### config.mk
export PLATFORM = sky130hd
export DESIGN_NAME = trig_pattern_out
export DESIGN_NICKNAME = d
export VERILOG_FILES = /design/src/rtl/trig_pattern_out.sv
export SDC_FILE = /design/constraint.sdc
export NUM_CORES = 1
export LEC_CHECK = 0
export BUFFER_PORTS_ARGS = -buffer_cell sky130_fd_sc_hd__buf_2
export CORE_UTILIZATION = 42
export DETAILED_ROUTE_END_ITERATION = 10
export GPL_ROUTABILITY_DRIVEN = 0
export PLACE_DENSITY = 0.7
export SETUP_SLACK_MARGIN = 0.2
export SLEW_MARGIN = 20
export SYNTH_ARGS = -nofsm -noshare
export SYNTH_HDL_FRONTEND = slang
export SYNTH_SLANG_ARGS = --single-unit
### constraint.sdc
create_clock -name clk -period 4.3 [get_ports clk]
set_input_delay 0.43 -clock clk [delete_from_list [all_inputs] [get_ports clk]]
set_output_delay 0.43 -clock clk [all_outputs]
set_load 0.02 [all_outputs]
### src/rtl/trig_pattern_out.sv
module trig_pattern_out #(
  parameter int NEV  = 4,
  parameter int SELW = $clog2(NEV)
) (
  input  logic             clk,
  input  logic             rst_n,
  input  logic             standby,
  input  logic [NEV-1:0]   events,
  input  logic             wr_en,
  input  logic [2:0]       addr,
  input  logic [7:0]       wdata,
  output logic [7:0]       rdata,
  output logic [15:0]      port_out
);
  logic [7:0] nd_lo, nd_hi, en_lo, en_hi, pd_lo, pd_hi;
  logic [2*SELW-1:0] sel;

  wire trig_lo = events[sel[SELW-1:0]] & ~standby;
  wire trig_hi = events[sel[2*SELW-1:SELW]] & ~standby;
  wire [7:0] ld_lo = {8{trig_lo}} & en_lo;
  wire [7:0] ld_hi = {8{trig_hi}} & en_hi;
  wire [7:0] sw_lo = (wr_en && addr == 3'd5) ? wdata : pd_lo;
  wire [7:0] sw_hi = (wr_en && addr == 3'd6) ? wdata : pd_hi;

  always_ff @(posedge clk) begin
    if (!rst_n) begin
      nd_lo <= '0; nd_hi <= '0; en_lo <= '0; en_hi <= '0;
      pd_lo <= '0; pd_hi <= '0; sel <= '0;
    end else begin
      if (wr_en) begin
        case (addr)
          3'd0: nd_lo <= wdata;
          3'd1: nd_hi <= wdata;
          3'd2: en_lo <= wdata;
          3'd3: en_hi <= wdata;
          3'd4: sel   <= wdata[2*SELW-1:0];
          default: ;
        endcase
      end
      pd_lo <= (ld_lo & nd_lo) | (~ld_lo & sw_lo);
      pd_hi <= (ld_hi & nd_hi) | (~ld_hi & sw_hi);
    end
  end

  always_comb begin
    case (addr)
      3'd0: rdata = nd_lo;
      3'd1: rdata = nd_hi;
      3'd2: rdata = en_lo;
      3'd3: rdata = en_hi;
      3'd4: rdata = 8'(sel);
      3'd5: rdata = pd_lo;
      3'd6: rdata = pd_hi;
      default: rdata = 8'h00;
    endcase
  end

  assign port_out = {pd_hi, pd_lo};
endmodule


Yosys cells after proc, flatten, opt, wreduce, memory -nomap -nowiden:

Index checks and enable logic that the tools add are counted.

* register bits: 52
* bits of input ports: 19
* output and inout port bits: 24
* word-level logic and storage cells: 43

* order comparisons: 2
* equality and inequality tests: 6
* mux-type cells: 7
* bitwise logic cells: 13
* reductions and logical operators: 8

Operator list (number)
* $pmux 8 s7: 1
* $and 8x8->8: 6
* $mux 8: 2
* $not 8->8: 2
* $or 8x8->8: 2
* $reduce_and 2->1: 5
* $eq 3x3->1 const B: 3
* $eq 3x2->1 const B: 2
* $lt 2x3->1 const B: 2
* $bmux 1 s2: 2
* $eq 3x1->1 const B: 1
* $logic_not 3->1: 1
* $and 1x1->1: 2
* $logic_and 1x1->1: 2
* $mux 1: 2
* $not 1->1: 1

Depth between registers and ports, before layout:

Gate-level depths: netlist of run 1.

* depth after elaboration: 7
* gate-level depth with buffers: 6
* mapped depth without buffers: 3

Worst setup path before layout of run 1:

Ideal clock, no wire load.

* path kind: input to output
* start: in addr[1]
* end: out rdata[7]
* data arrival time: 1863 ps
* data required time: 3870 ps
* setup slack: 2007 ps
* stages on the path: 5
* buffers on the path: 3
* path through: buf_4 > buf_4 > inv_1 > clkbuf_1 > o311ai_0

* word-level cells in the longest chain between the ends: 2

RTL lines
* start, declared: line 10 `input logic [2:0] addr,`
* $eq 3x3->1 (tied with other cells): line 46 `case (addr)`
* $pmux 8 s7 (*): line 46
* end, declared: line 12 `output logic [7:0] rdata,`

Mark *: on every way between the ends. The rest lies on a longest branch, timed or not.

Worst setup path in the final report of run 1:

* start: reg sel[3]
* end: out rdata[3]

* word-level cells in the longest chain between the ends: 1

RTL lines
* start, declared: line 16 `logic [2*SELW-1:0] sel;`
* start signal, assigned: line 36 `3'd4: sel <= wdata[2*SELW-1:0];`
* $pmux 8 s7: line 46

No other way between the ends.

==> impl.org, run 1 <==
** Timing
- The worst pin sits at a relative slew slack of 36.0%.
- Tmin final :: 2.51 ns
- RSZ-0062 raised after global routing :: false
- The number of endpoints with negative hold slack in the final report is 0.
- Max-slew violation count :: 0
- Post-Route Setup TNS :: 0 ns
- Across all setup checks in the final design, the least slack found is 1.79 ns.
- Worst Max-Slew Pin Slew :: a little over 0.9 ns
- Final worst-path cycle share :: 58.3%
- For the final database, setup skew stands at 0.00747 ns.
- On the final layout, the worst hold slack is around 0.42 ns.
- Setup violations remaining at the end of the flow were counted as 0.
- Highest Clock Rate :: about 400 MHz

** Finish
- Core Util, Final :: 47.6%
- Final design area excluding fillers :: ~3700 µm²
- Net count, final :: 393
- In the final layout, the share of cells above drive strength 1 is 28.5%.
- Area growth from synthesis to layout :: 9.22%
- The repair_antennas step left the layout with diodes totalling 0.
- Excluding fillers, the count of instances in the completed layout stands at 477.

** Floorplanning
- Effective utilization at floorplan :: a little over two fifths
- FP Rows :: 32
- The die covers 8370 µm².
- The core region is 7730 µm².
- Ports :: 43
- Chip height :: ~92 µm
- Die Span X :: 91.5 µm

** Placed design
- Buffers placed on the I/O ports in this run total 42.
- Including well taps, the total number of placed cells is ~470.
- Cell area reported after detailed placement :: 3550 µm²
- The HPWL after detailed placement is between 5 and 6 mm.
- At the placement stage, the worst setup path has a slack of 1.99 ns.

** Synthesis
- After synthesis the netlist holds a flip-flop and latch count of 52.
- Yosys warns :: 0
- Count of mapped cells out of synthesis :: 356
- Among all flip-flop cells after synthesis, the most frequent one is sky130_fd_sc_hd__dfxtp_1.
- Dividing the synthesized area by the synthesized cell count gives 9.45 µm².
- Of all flip-flops after synthesis, the portion carrying an async set or reset was 0%.
- In this run the biggest area consumer among cell types represents 30.9% of the synthesized area.
- The largest total area in the synthesized netlist belongs to sky130_fd_sc_hd__dfxtp_1.
- Dominant cells by area after synthesis :: sky130_fd_sc_hd__dfxtp_1 (31%), sky130_fd_sc_hd__mux2i_1 (9.2%), sky130_fd_sc_hd__nand2_1 (6.0%), sky130_fd_sc_hd__mux2_2 (5.7%), sky130_fd_sc_hd__nor2b_1 (4.6%)
- Cell area after technology mapping :: around 3400 µm²
- Most frequent cells after synthesis :: sky130_fd_sc_hd__nand2_1 (54), sky130_fd_sc_hd__dfxtp_1 (52), sky130_fd_sc_hd__mux2i_1 (31)
- In this run, synthesis inferred 0 flip-flops with an integrated enable.
- Yosys instantiated no cell more often than sky130_fd_sc_hd__nand2_1.
- Synthesis produced a netlist with a net count of 375.
- Unique cell type count in the Yosys netlist :: 48
- After synthesis, flip-flops and latches occupy 30.9% of the total area.

** Power and ir drop
- Summing internal, switching and leakage power gives 1.02 mW.
- Power density over the cells :: 278 nW/µm²
- Summed over all cells, the static leakage comes to approximately 1.3 nW.
- Worst-case vdd ir drop :: 139 µV

** Clock tree
- After clock tree synthesis, the flow added hold-fix buffers numbering 0.
- Number of clock sinks :: 52
- TritonCTS built the clock tree.
- Number of buffers inserted during clock tree synthesis :: 5
- The H-tree was split into 2 levels.
- The root buffer cell chosen for the clock tree is sky130_fd_sc_hd__clkbuf_8.
- After clock tree synthesis, the clock-pin slew on the worst setup and hold paths is 0.10 ns.
- Post-CTS setup-driven buffer insertion count :: 0
- CTS resizes :: 0
- Max Buffers Root-to-Sink :: 2
- At the later pin of the worst-skew pair, clock insertion delay measures approximately 0.31 ns.

** Setup path
- Depth of the most critical reg-to-reg path :: 3
- Type of element launching the critical path :: flop
- Launch instance of the worst register-to-register path :: sel[3]
- Buffers and inverters on the worst path :: 1
- Along the worst path, the maximum fanout reaches 34.
- The worst setup path is captured at an output pin.
- CP max stage delay :: between 0.9 and 1 ns
- Grouping stages by cell kind, the critical path spends the most delay in flip-flops.
- Slowest CP cell :: sky130_fd_sc_hd__dfxtp_1
- Data arrival time of the critical path :: between 2 and 2.5 ns
- R2r setup slk :: between 2 and 2.5 ns
- Crit-path cells :: mux2_2 -> a22oi_1 -> o21ai_0 -> buf_2
- Worst Path Required :: between 3 and 4 ns
- Category of the most critical setup path :: flop to output pin

** GRT
- Entering global routing, the biggest net connects 53 pins.
- Number of antenna violations at the first check in global routing :: 0
- Vias in the first global route :: 2584
- First-pass GRT wire length :: 13.8 mm
- Total congestion overflow :: 0
- Global-route total usage across every layer :: 20.8%

** Drt
- For this block, wires on met1 add up to 4.08 mm.
- Vias :: 2854
- Vias/cell :: between 5 and 6
- Routed length on met3 :: 349 µm
- Uppermost routed layer :: met4
- Overall routed net length :: ~8.6 mm
- Wire per inst :: roughly 18 µm
- In the detailed route, the total length drawn on met2 is ~4 mm.
- The detailed router finished its first iteration with ~160 violations.
- The pre-antenna-repair detailed-routing pass consisted of 4 iterations.
- The detail route stage leaves a number of antenna-violating nets equal to 0.
- DRC violation count after routing :: 0

** Job
- Maximum Capacitance Violations :: 0

** Min path
- The tightest min-delay check is of the primary input to flop type.
- Min-Delay Startpoint :: wdata[6]
- Endpoint with the worst hold slack :: en_hi[6]
- Along the worst hold path, the cell count comes to 3.

** Run status
- Run status :: finished clean
## report_power, final
part           leakage, nW  internal, mW  switching [mW]
Combinational        0.791        0.0561          0.0866
Sequential           0.421         0.493          0.0143
Clock               0.0645         0.206           0.167
Total                 1.28         0.755           0.268
## layer usage
| layer | vias up | global-route usage, % |
|---|---|---|
| li1 | 1376 | - |
| met1 | 1395 | 29.0 |
| met2 | 75 | 33.8 |
| met3 | 8 | 3.02 |
| met4 | 0 | 4.50 |
| met5 | - | 0 |
## cells in the final DEF (no fill, tap or decap), drive strengths merged, types with 5 or more instances in the layout
cell type,n
nand2,54
o32ai,9
clkbuf,7
or4b,9
a21oi,7
o221a,8
a221oi,5
dfxtp,52
nor2b,25
o221ai,10
mux2,18
mux2i,32
buf,45
nand2b,9
or4bb,8
o32a,7
or3b,16
a21boi,16
## worst max-delay path by stage
stage	start	endpoint	slack, ns	cells after the start
2_1_floorplan	addr[1]	rdata[7]	2.01	5
3_3_place_gp	addr[0]	rdata[1]	1.99	5
3_5_place_dp	addr[1]	rdata[0]	1.99	5
4_1_cts	sel[3]	rdata[3]	1.78	4
5_1_grt	sel[3]	rdata[3]	1.60	4
6_report	sel[3]	rdata[3]	1.79	4
## layout make-up
| type | instances | area (µm²) |
|---|---|---|
| clock buffers | 7 | 96.3 |
| clock inverters | 1 | 30.0 |
| fillers | 745 | 4050 |
| inverters | 3 | 11.3 |
| multi-input cells | 267 | 2140 |
| flip-flops and latches | 52 | 1040 |
| well taps | 102 | 128 |
| repair buffers | 45 | 233 |
## cells by family (layout without fill, tap and decap cells)
logic type / after synthesis / in the layout / synth area share (%)
AO/OA/AOI/OAI: 78 / 78 / 19.3
flip-flops: 52 / 52 / 30.9
buffers and inverters: 37 / 56 / 5.58
multiplexers: 52 / 52 / 17.1
AND/OR/NAND/NOR: 137 / 137 / 27.1
## worst min-delay path: cells and delay by family
kind / cells / cell delay [ns]
compound gates: 1 / 0.06
buf+inv: 1 / 0.13
simple gates: 1 / 0.05
(Power assumes the default switching activity.)
==> run 2, diff against run 1 <==
PLACE_DENSITY = 0.72   (was 0.7)
clock period = 2.2 ns   (was 4.3 ns; I/O delays follow)
==> impl.org, run 2 (synthesized netlist as in run 1, its figures left out) <==
** Run status
- The run finished with clean final reports.

** GRT
- Across every metal layer, demand over resource in global routing totals between 20% and 30%.
- The initial antenna violation count came to 0.
- Entering global routing, the biggest net connects 40 pins.
- Global routing finished with a remaining overflow of 0.
- First-pass GRT wire length :: about 14 mm
- The via count of the first global-routing pass was 2703.

** Placed design
- At the placement stage, the worst setup path has a slack of ~0.27 ns.
- Post-detailed-placement half-perimeter wirelength :: 6.22 mm
- In this run the tool buffered the top-level ports with 42 buffer cells.

** Timing
- The smallest clock period supported by the final layout is computed as 1.85 ns.
- At the pin with the least slew margin, the transition time is 0.834 ns.
- Final worst-path cycle share :: between 80% and 90%
- Highest Clock Rate :: around 540 MHz
- Setup repair after global routing left no endpoint under its margin.
- In the post-route analysis, the smallest setup slack over all paths is 0.353 ns.
- The number of endpoints with negative hold slack in the final report was 0.
- On the final layout, the worst clock skew is 0.00631 ns.
- Setup violations remaining at the end of the flow were counted as 0.
- For the final routed database, the setup TNS stands at 0 ns.
- Worst hold-check slack :: between 0.2 and 0.25 ns
- Worst relative slew slack :: 43.3%
- Max-slew violation count :: 0

** Clock tree
- Number of clock sinks :: 52
- For this design, the CTS-stage hold fixing added 0 buffers.
- TritonCTS built the clock tree.
- Root Driver :: sky130_fd_sc_hd__clkbuf_8
- Max Buffers Root-to-Sink :: 2
- Number of buffers inserted during clock tree synthesis :: 5
- Post-CTS setup-driven buffer insertion count :: 0
- Clock-pin slew was measured on the worst setup and hold paths at 0.10 ns.
- Number of H-tree branching levels :: 2
- Clock latency on the worst-skew pair, taken at its later pin, is 0.31 ns.

** Power and ir drop
- The worst-case IR drop observed on VDD is 315 µV.
- Internal Pwr Total :: 1.53 mW
- Of the total power, registers draw 47.9%.
- Clk network pwr share :: 37.8%
- Power density over the cells :: 553 nW/µm²
- Power comes to a little over 2 mW.
- Fraction of power spent switching nets :: 26.0%
- Net switching power figure :: 536 µW
- Combinational cells account for 14.4% of the total power.
- For this design the static power due to leakage is 1.31 nW.

** Floorplanning
- Ports :: 43
- The initialized floorplan defines 32 standard-cell rows.
- Chip height :: 91.5 µm
- Area inside the core boundary :: 7730 µm²
- Die Span X :: a little over 90 µm
- Effective utilization at floorplan :: 43.5%
- Die ar. :: 8370 µm²

** Drt
- For this block, the initial DRC count from the detailed router was ~230.
- After detailed routing, the total wire length is 8.95 mm.
- The detail route stage leaves a number of antenna-violating nets equal to 0.
- Wire per inst :: between 15 and 20 µm
- For this run, the detailed router's first-pass iteration total came to 4.
- DRC violation count after routing :: 0
- Vias/cell :: ~6.1
- Vias :: 2924

** Finish
- The post-route netlist has 30.2% of its cells at a drive strength greater than 1.
- 0 antenna diodes ended up in the layout.
- After the last flow step, the layout net total stands at 400.
- Commonest non-fill, non-tap cell in the layout :: sky130_fd_sc_hd__nand2_1
- The layout has 740 filler cells.
- From synthesis to final layout, the design area changed by 11.0%.
- Commonest non-fill, non-tap cells in the layout :: sky130_fd_sc_hd__nand2_1 (54), sky130_fd_sc_hd__dfxtp_1 (51), sky130_fd_sc_hd__buf_2 (41), sky130_fd_sc_hd__mux2i_1 (31), sky130_fd_sc_hd__nor2b_1 (24)

** Setup path
- Nature of the critical path endpoint :: output pin
- Type of element launching the critical path :: flop
- Category of the most critical setup path :: flop to output pin
- Worst setup startpoint :: sel[3]
- For the worst setup path, the data arrival time is between 1.5 and 2 ns.
- The startpoint identified for the worst register-to-register timing path is sel[1].
- Along the worst path, the maximum fanout reaches 22.
- Worst Path Required :: 1.98 ns

** Job
- The tool flagged a number of max-cap violations equal to 0.

** Min path
- In this run the worst hold path is classified as primary input to flop.
- Min-Delay Startpoint :: wdata[6]
==> run 2: changes by cell type in the layout (fill, tap and decap cells not counted) <==
cell and delta:
sky130_fd_sc_hd__bufinv_16 +1, sky130_fd_sc_hd__clkbuf_4 +1, sky130_fd_sc_hd__nor2b_2 +1, sky130_fd_sc_hd__clkbuf_8 -2
sky130_fd_sc_hd__nor2b_1 -1, sky130_fd_sc_hd__buf_4 +7, sky130_fd_sc_hd__dfxtp_1 -1, sky130_fd_sc_hd__dfxtp_2 +1
sky130_fd_sc_hd__buf_2 -1
==> run 2: worst max-delay path, cell delays in order, from the launching register on <==
cell	delay, ns
sky130_fd_sc_hd__dfxtp_2	0.54
sky130_fd_sc_hd__mux2_2	0.22
sky130_fd_sc_hd__a22oi_1	0.06
sky130_fd_sc_hd__o21ai_0	0.27
sky130_fd_sc_hd__buf_2	0.22
==> run 2: cell type report <==
type	instances	area, µm²	share of cell area, %
clock buffer	5	68.8	1.84
clock inverter	2	60.1	1.61
inverter	3	11.3	0.301
multi-input combinational	267	2140	57.2
sequential	52	1040	27.9
tap	102	128	3.42
timing repair buffer	52	288	7.70
==> run 2: timing repair <==
| action | in CTS | in global routing |
|---|---|---|
| endpoints found under the setup margin | 1 | 4 |
| hold endpoints to repair | 0 | 0 |
| gates resized for setup | 1 | 2 |
==> run 2: power groups by stage <==
stage / Combinational [mW] / Sequential, mW / Clock (mW)
3_5_place_dp: 0.292 / 1.01 / 0
4_1_cts: 0.293 / 0.988 / 0.790
6_report: 0.296 / 0.989 / 0.779
2_1_floorplan: 0.195 / 1.01 / 0
5_1_grt: 0.318 / 0.992 / 0.830
3_3_place_gp: 0.284 / 1.01 / 0
==> run 2: metrics by stage <==
step	cell area [µm²]	utilization (%)	cells
after floorplan	3360	-	356
after CTS	3730	48.3	483
after global routing	3740	48.3	483
after global placement	3600	46.6	476
final	3740	48.3	483
after detailed placement	3600	46.6	476
==> run 2: path summary, 6_finish.rpt <==
path	endpoint	slack, ns	cells after the start
hold reg to reg	nd_lo[6]	0.48	2
setup reg to reg	flop	0.38	3
setup / recovery	rdata[3]	0.35	4
hold / removal	nd_lo[6]	0.20	3
==> run 2: routing by layer <==
layer	wire, µm	up-vias	part of all wire, %	global-route usage, %
li1	-	1392	-	-
met1	4210	1425	47	30.5
met2	4120	94	46	33.2
met3	480	13	5.4	3.27
met4	140	0	1.6	7.94
met5	0	-	0	0
==> run 3, diff against run 2 <==
ABC_AREA = 1   (was default)
PLACE_DENSITY = 0.74   (was 0.72)
clock period = 1.6 ns   (was 2.2 ns; I/O delays follow)
==> impl.org, run 3 <==
** Job
- Max-cap violations in this run came to 0.

** Synthesis
- Cell area after technology mapping :: 2640 µm²
- By count the netlist is led by sky130_fd_sc_hd__nand2_1 (90), sky130_fd_sc_hd__nor2_1 (68), sky130_fd_sc_hd__o21ai_0 (53).
- The Yosys step of the flow raised 0 warnings.
- Total of flip-flops plus latches after synthesis :: 52
- Yosys top cell area share :: 39.4%
- Among all flip-flop cells after synthesis, the most frequent one is sky130_fd_sc_hd__dfxtp_1.
- Synthesis produced 407 cells.
- Most frequently used cell type in the post-synthesis netlist :: sky130_fd_sc_hd__nand2_1
- Yosys mapped the design onto 22 distinct sky130hd cell types.
- Share of async-settable or async-resettable flops after synthesis :: 0%
- When the netlist entered floorplanning its net count stood at between 400 and 500.
- Post-synth EDFFs :: 0
- Averaged over all synthesized cells, the footprint is roughly 6.5 µm².
- Cell accounting for the most synthesized area :: sky130_fd_sc_hd__dfxtp_1
- Sorting the synthesized cells by area gives the leading types as sky130_fd_sc_hd__dfxtp_1 (39%), sky130_fd_sc_hd__nand2_1 (13%), sky130_fd_sc_hd__o21ai_0 (10%), sky130_fd_sc_hd__nor2_1 (9.7%), sky130_fd_sc_hd__inv_1 (6.4%).
- Seq/Total Area, Yosys :: 39.4%

** Drt
- In the final routed layout, each cell accounts on average for between 10 and 15 µm.
- Dividing the detail-routed via count by the number of cells gives 5.28.
- The routed layout has 2807 vias.
- DRC violation count after routing :: 0
- Starting DRC count in detailed routing :: approximately 230
- Overall routed net length :: approximately 7.6 mm
- Detailed Routing Iterations Pass 1 :: 5
- ANT nets after route :: 0

** Min path
- Worst min path class :: primary input to flop
- Min-Delay Startpoint :: wdata[4]

** Placed design
- After detailed placement, the total cell area comes to between 2000 and 3000 µm².
- After legalization and detailed placement, the total HPWL measured 5.24 mm.
- DP Worst Slack :: 0.109 ns
- The count of buffers added on input and output ports is 42.

** Finish
- Share of cells above drive strength 1 :: 18.6%
- Net count, final :: 476
- Final design area excluding fillers :: 3120 µm²
- Commonest non-fill, non-tap cell in the layout :: sky130_fd_sc_hd__nand2_1
- Total inserted antenna cells :: 0
- The top cell types in the final layout, fill and taps aside, are sky130_fd_sc_hd__nand2_1 (85), sky130_fd_sc_hd__nor2_1 (66), sky130_fd_sc_hd__o21ai_0 (51), sky130_fd_sc_hd__dfxtp_1 (50), sky130_fd_sc_hd__inv_1 (42).
- At the end of the flow the core is filled with cells to 52.0%.
- Area growth from synthesis to layout :: 18.1%
- Filler cell count :: approximately 620

** Timing
- The number of endpoints with negative hold slack in the final report was 0.
- Final worst-path cycle share :: slightly below 90%
- Post-Route Setup TNS :: 0 ns
- Worst clock skew :: 0.00611 ns
- For the finished layout, the period the worst path requires is 1.38 ns.
- Derived from the worst setup path, the maximum achievable clock frequency is 722 MHz.
- At the pin with the least slew margin, the transition time is about 0.33 ns.
- Max-slew violation count :: 0
- Worst path setup slack after routing :: 0.215 ns
- Setup violations remaining at the end of the flow were counted as 0.
- The worst pin sits at a relative slew slack of 78.0%.
- Worst hold-check slack :: between 0.15 and 0.2 ns
- RSZ-0062 raised after global routing :: true

** Clock tree
- Root Driver :: sky130_fd_sc_hd__clkbuf_8
- The clock reaches the later pin of the worst-skew pair after 0.31 ns.
- Clock-pin slew was measured on the worst setup and hold paths at approximately 0.09 ns.
- Max Buffers Root-to-Sink :: 2
- TritonCTS built the clock tree.
- Buffers inserted during clock tree synthesis total 5.
- Number of H-tree branching levels :: 2
- The clock drives 52 sinks.

** GRT
- Met2 demand-to-capacity share in global routing :: 38.3%
- Global-route total usage across every layer :: 24.4%
- Vias in the first global route :: 2484
- Met1 global-route usage :: 33.5%
- Number of antenna violations at the first check in global routing :: 0
- Entering global routing, the biggest net connects 34 pins.
- Highest-utilization routing layer at the global route stage :: met2
- For this run, global-route usage on met3 was measured as 3.82%.
- Total congestion overflow :: 0
- First-pass GRT wire length :: around 12 mm

** Power and ir drop
- Power share of the sequential group :: 54.5%
- For this design the ratio of total power to cell area is 808 nW/µm².
- Worst-case vdd ir drop :: 497 µV
- Gate power share :: 16.3%
- In this run the power spent charging and discharging nets is 741 µW.
- The internal portion of the total power is approximately 1.8 mW.
- In this run, the clock network consumes 29.2% of the power.
- The analysis attributes to cell leakage a power of between 1.5 and 2 nW.
- Of the total power, the share spent switching nets is 29.4%.

** Setup path
- Type of element launching the critical path :: primary input
- STA classifies the critical path endpoint as an output pin.
- In this run the worst setup path begins at addr[1].
- Data on the critical path is required at its endpoint by ~1.4 ns.
- In this run the worst path has a maximum fanout of 6.
- Data arrival time of the critical path :: between 1 and 1.5 ns
- In this run the critical register-to-register path is launched from sel[2].
- Category of the most critical setup path :: primary input to output pin

** Floorplanning
- FP Rows :: 28
- Ports :: 43
- Die ar. :: 6610 µm²
- Die Span X :: 81.3 µm
- Area inside the core boundary :: 5990 µm²
- Effective utilization at floorplan :: 44.1%
- Chip height :: 81.3 µm

** Run status
- Run status :: finished clean
-- run 3: cell types whose count changed in the layout (fill, tap and decap cells not counted), moves of 17 or more --
cell / delta
sky130_fd_sc_hd__inv_1: +40
sky130_fd_sc_hd__nand3_1: +23
sky130_fd_sc_hd__a21oi_1: +24
sky130_fd_sc_hd__mux2_2: -17
sky130_fd_sc_hd__o21ai_0: +48
sky130_fd_sc_hd__mux2i_1: -31
sky130_fd_sc_hd__nand2_1: +31
sky130_fd_sc_hd__nor2b_1: -24
sky130_fd_sc_hd__nor2_1: +66
-- run 3: area by class of cell --
| type | instances | area [µm²] | area share [%] |
|---|---|---|---|
| clock inverters | 1 | 5.00 | 0.161 |
| well taps | 75 | 93.8 | 3.01 |
| repair buffers | 55 | 343 | 11.0 |
| clock buffers | 6 | 72.6 | 2.33 |
| inverters | 51 | 198 | 6.34 |
| flip-flops and latches | 52 | 1040 | 33.5 |
| multi-input cells | 292 | 1360 | 43.7 |
-- run 3: worst paths after layout --
path | to | slack [ns] | cells past startpoint
hold / removal | en_hi[4] | 0.16 | 3
setup reg to reg | flop | 0.35 | 8
hold reg to reg | nd_lo[3] | 0.47 | 2
setup / recovery | rdata[0] | 0.22 | 8
-- run 3: cells by family (layout without fill, tap and decap cells) --
group	count (synthesis)	in the layout	synth area share, %
compound gates	93	93	18.1
buf+inv	63	113	10.2
flops	52	52	39.4
simple gates	199	199	32.3
-- run 3: what timing repair did --
action	CTS	global route
hold endpoints to repair	0	0
setup buffers	0	0
hold buffers	0	0
resized for setup	6	15
endpoints found under the setup margin	9	16
-- run 3: metal layers --
metal / share of wire, % / wire length (µm) / up-vias
met3: 9.1 / 684 / 16
met1: 43 / 3230 / 1259
li1: - / - / 1414
met4: 2.4 / 178 / 0
met5: 0 / 0 / -
met2: 46 / 3460 / 118
-- run 3: worst max-delay path, cell delays in order --
cell	delay, ns
sky130_fd_sc_hd__clkbuf_4	0.16
sky130_fd_sc_hd__nor2_1	0.17
sky130_fd_sc_hd__buf_4	0.14
sky130_fd_sc_hd__nand2_1	0.12
sky130_fd_sc_hd__o22ai_1	0.16
sky130_fd_sc_hd__nor2_1	0.07
sky130_fd_sc_hd__nand2_1	0.08
sky130_fd_sc_hd__buf_2	0.16
-- run 3: stage by stage --
stage | total power [mW] | cells
after global placement | 1.78 | 525
final | 2.52 | 532
after CTS | 2.51 | 532
after global routing | 2.61 | 532
after floorplan | 1.64 | 407
after detailed placement | 1.79 | 525
-- run 3: power groups by stage --
stage	registers [mW]	clock network (mW)	logic (mW)
2_1_floorplan	1.42	0	0.218
3_3_place_gp	1.40	0	0.382
3_5_place_dp	1.40	0	0.390
4_1_cts	1.37	0.740	0.395
5_1_grt	1.38	0.781	0.450
6_report	1.37	0.736	0.409
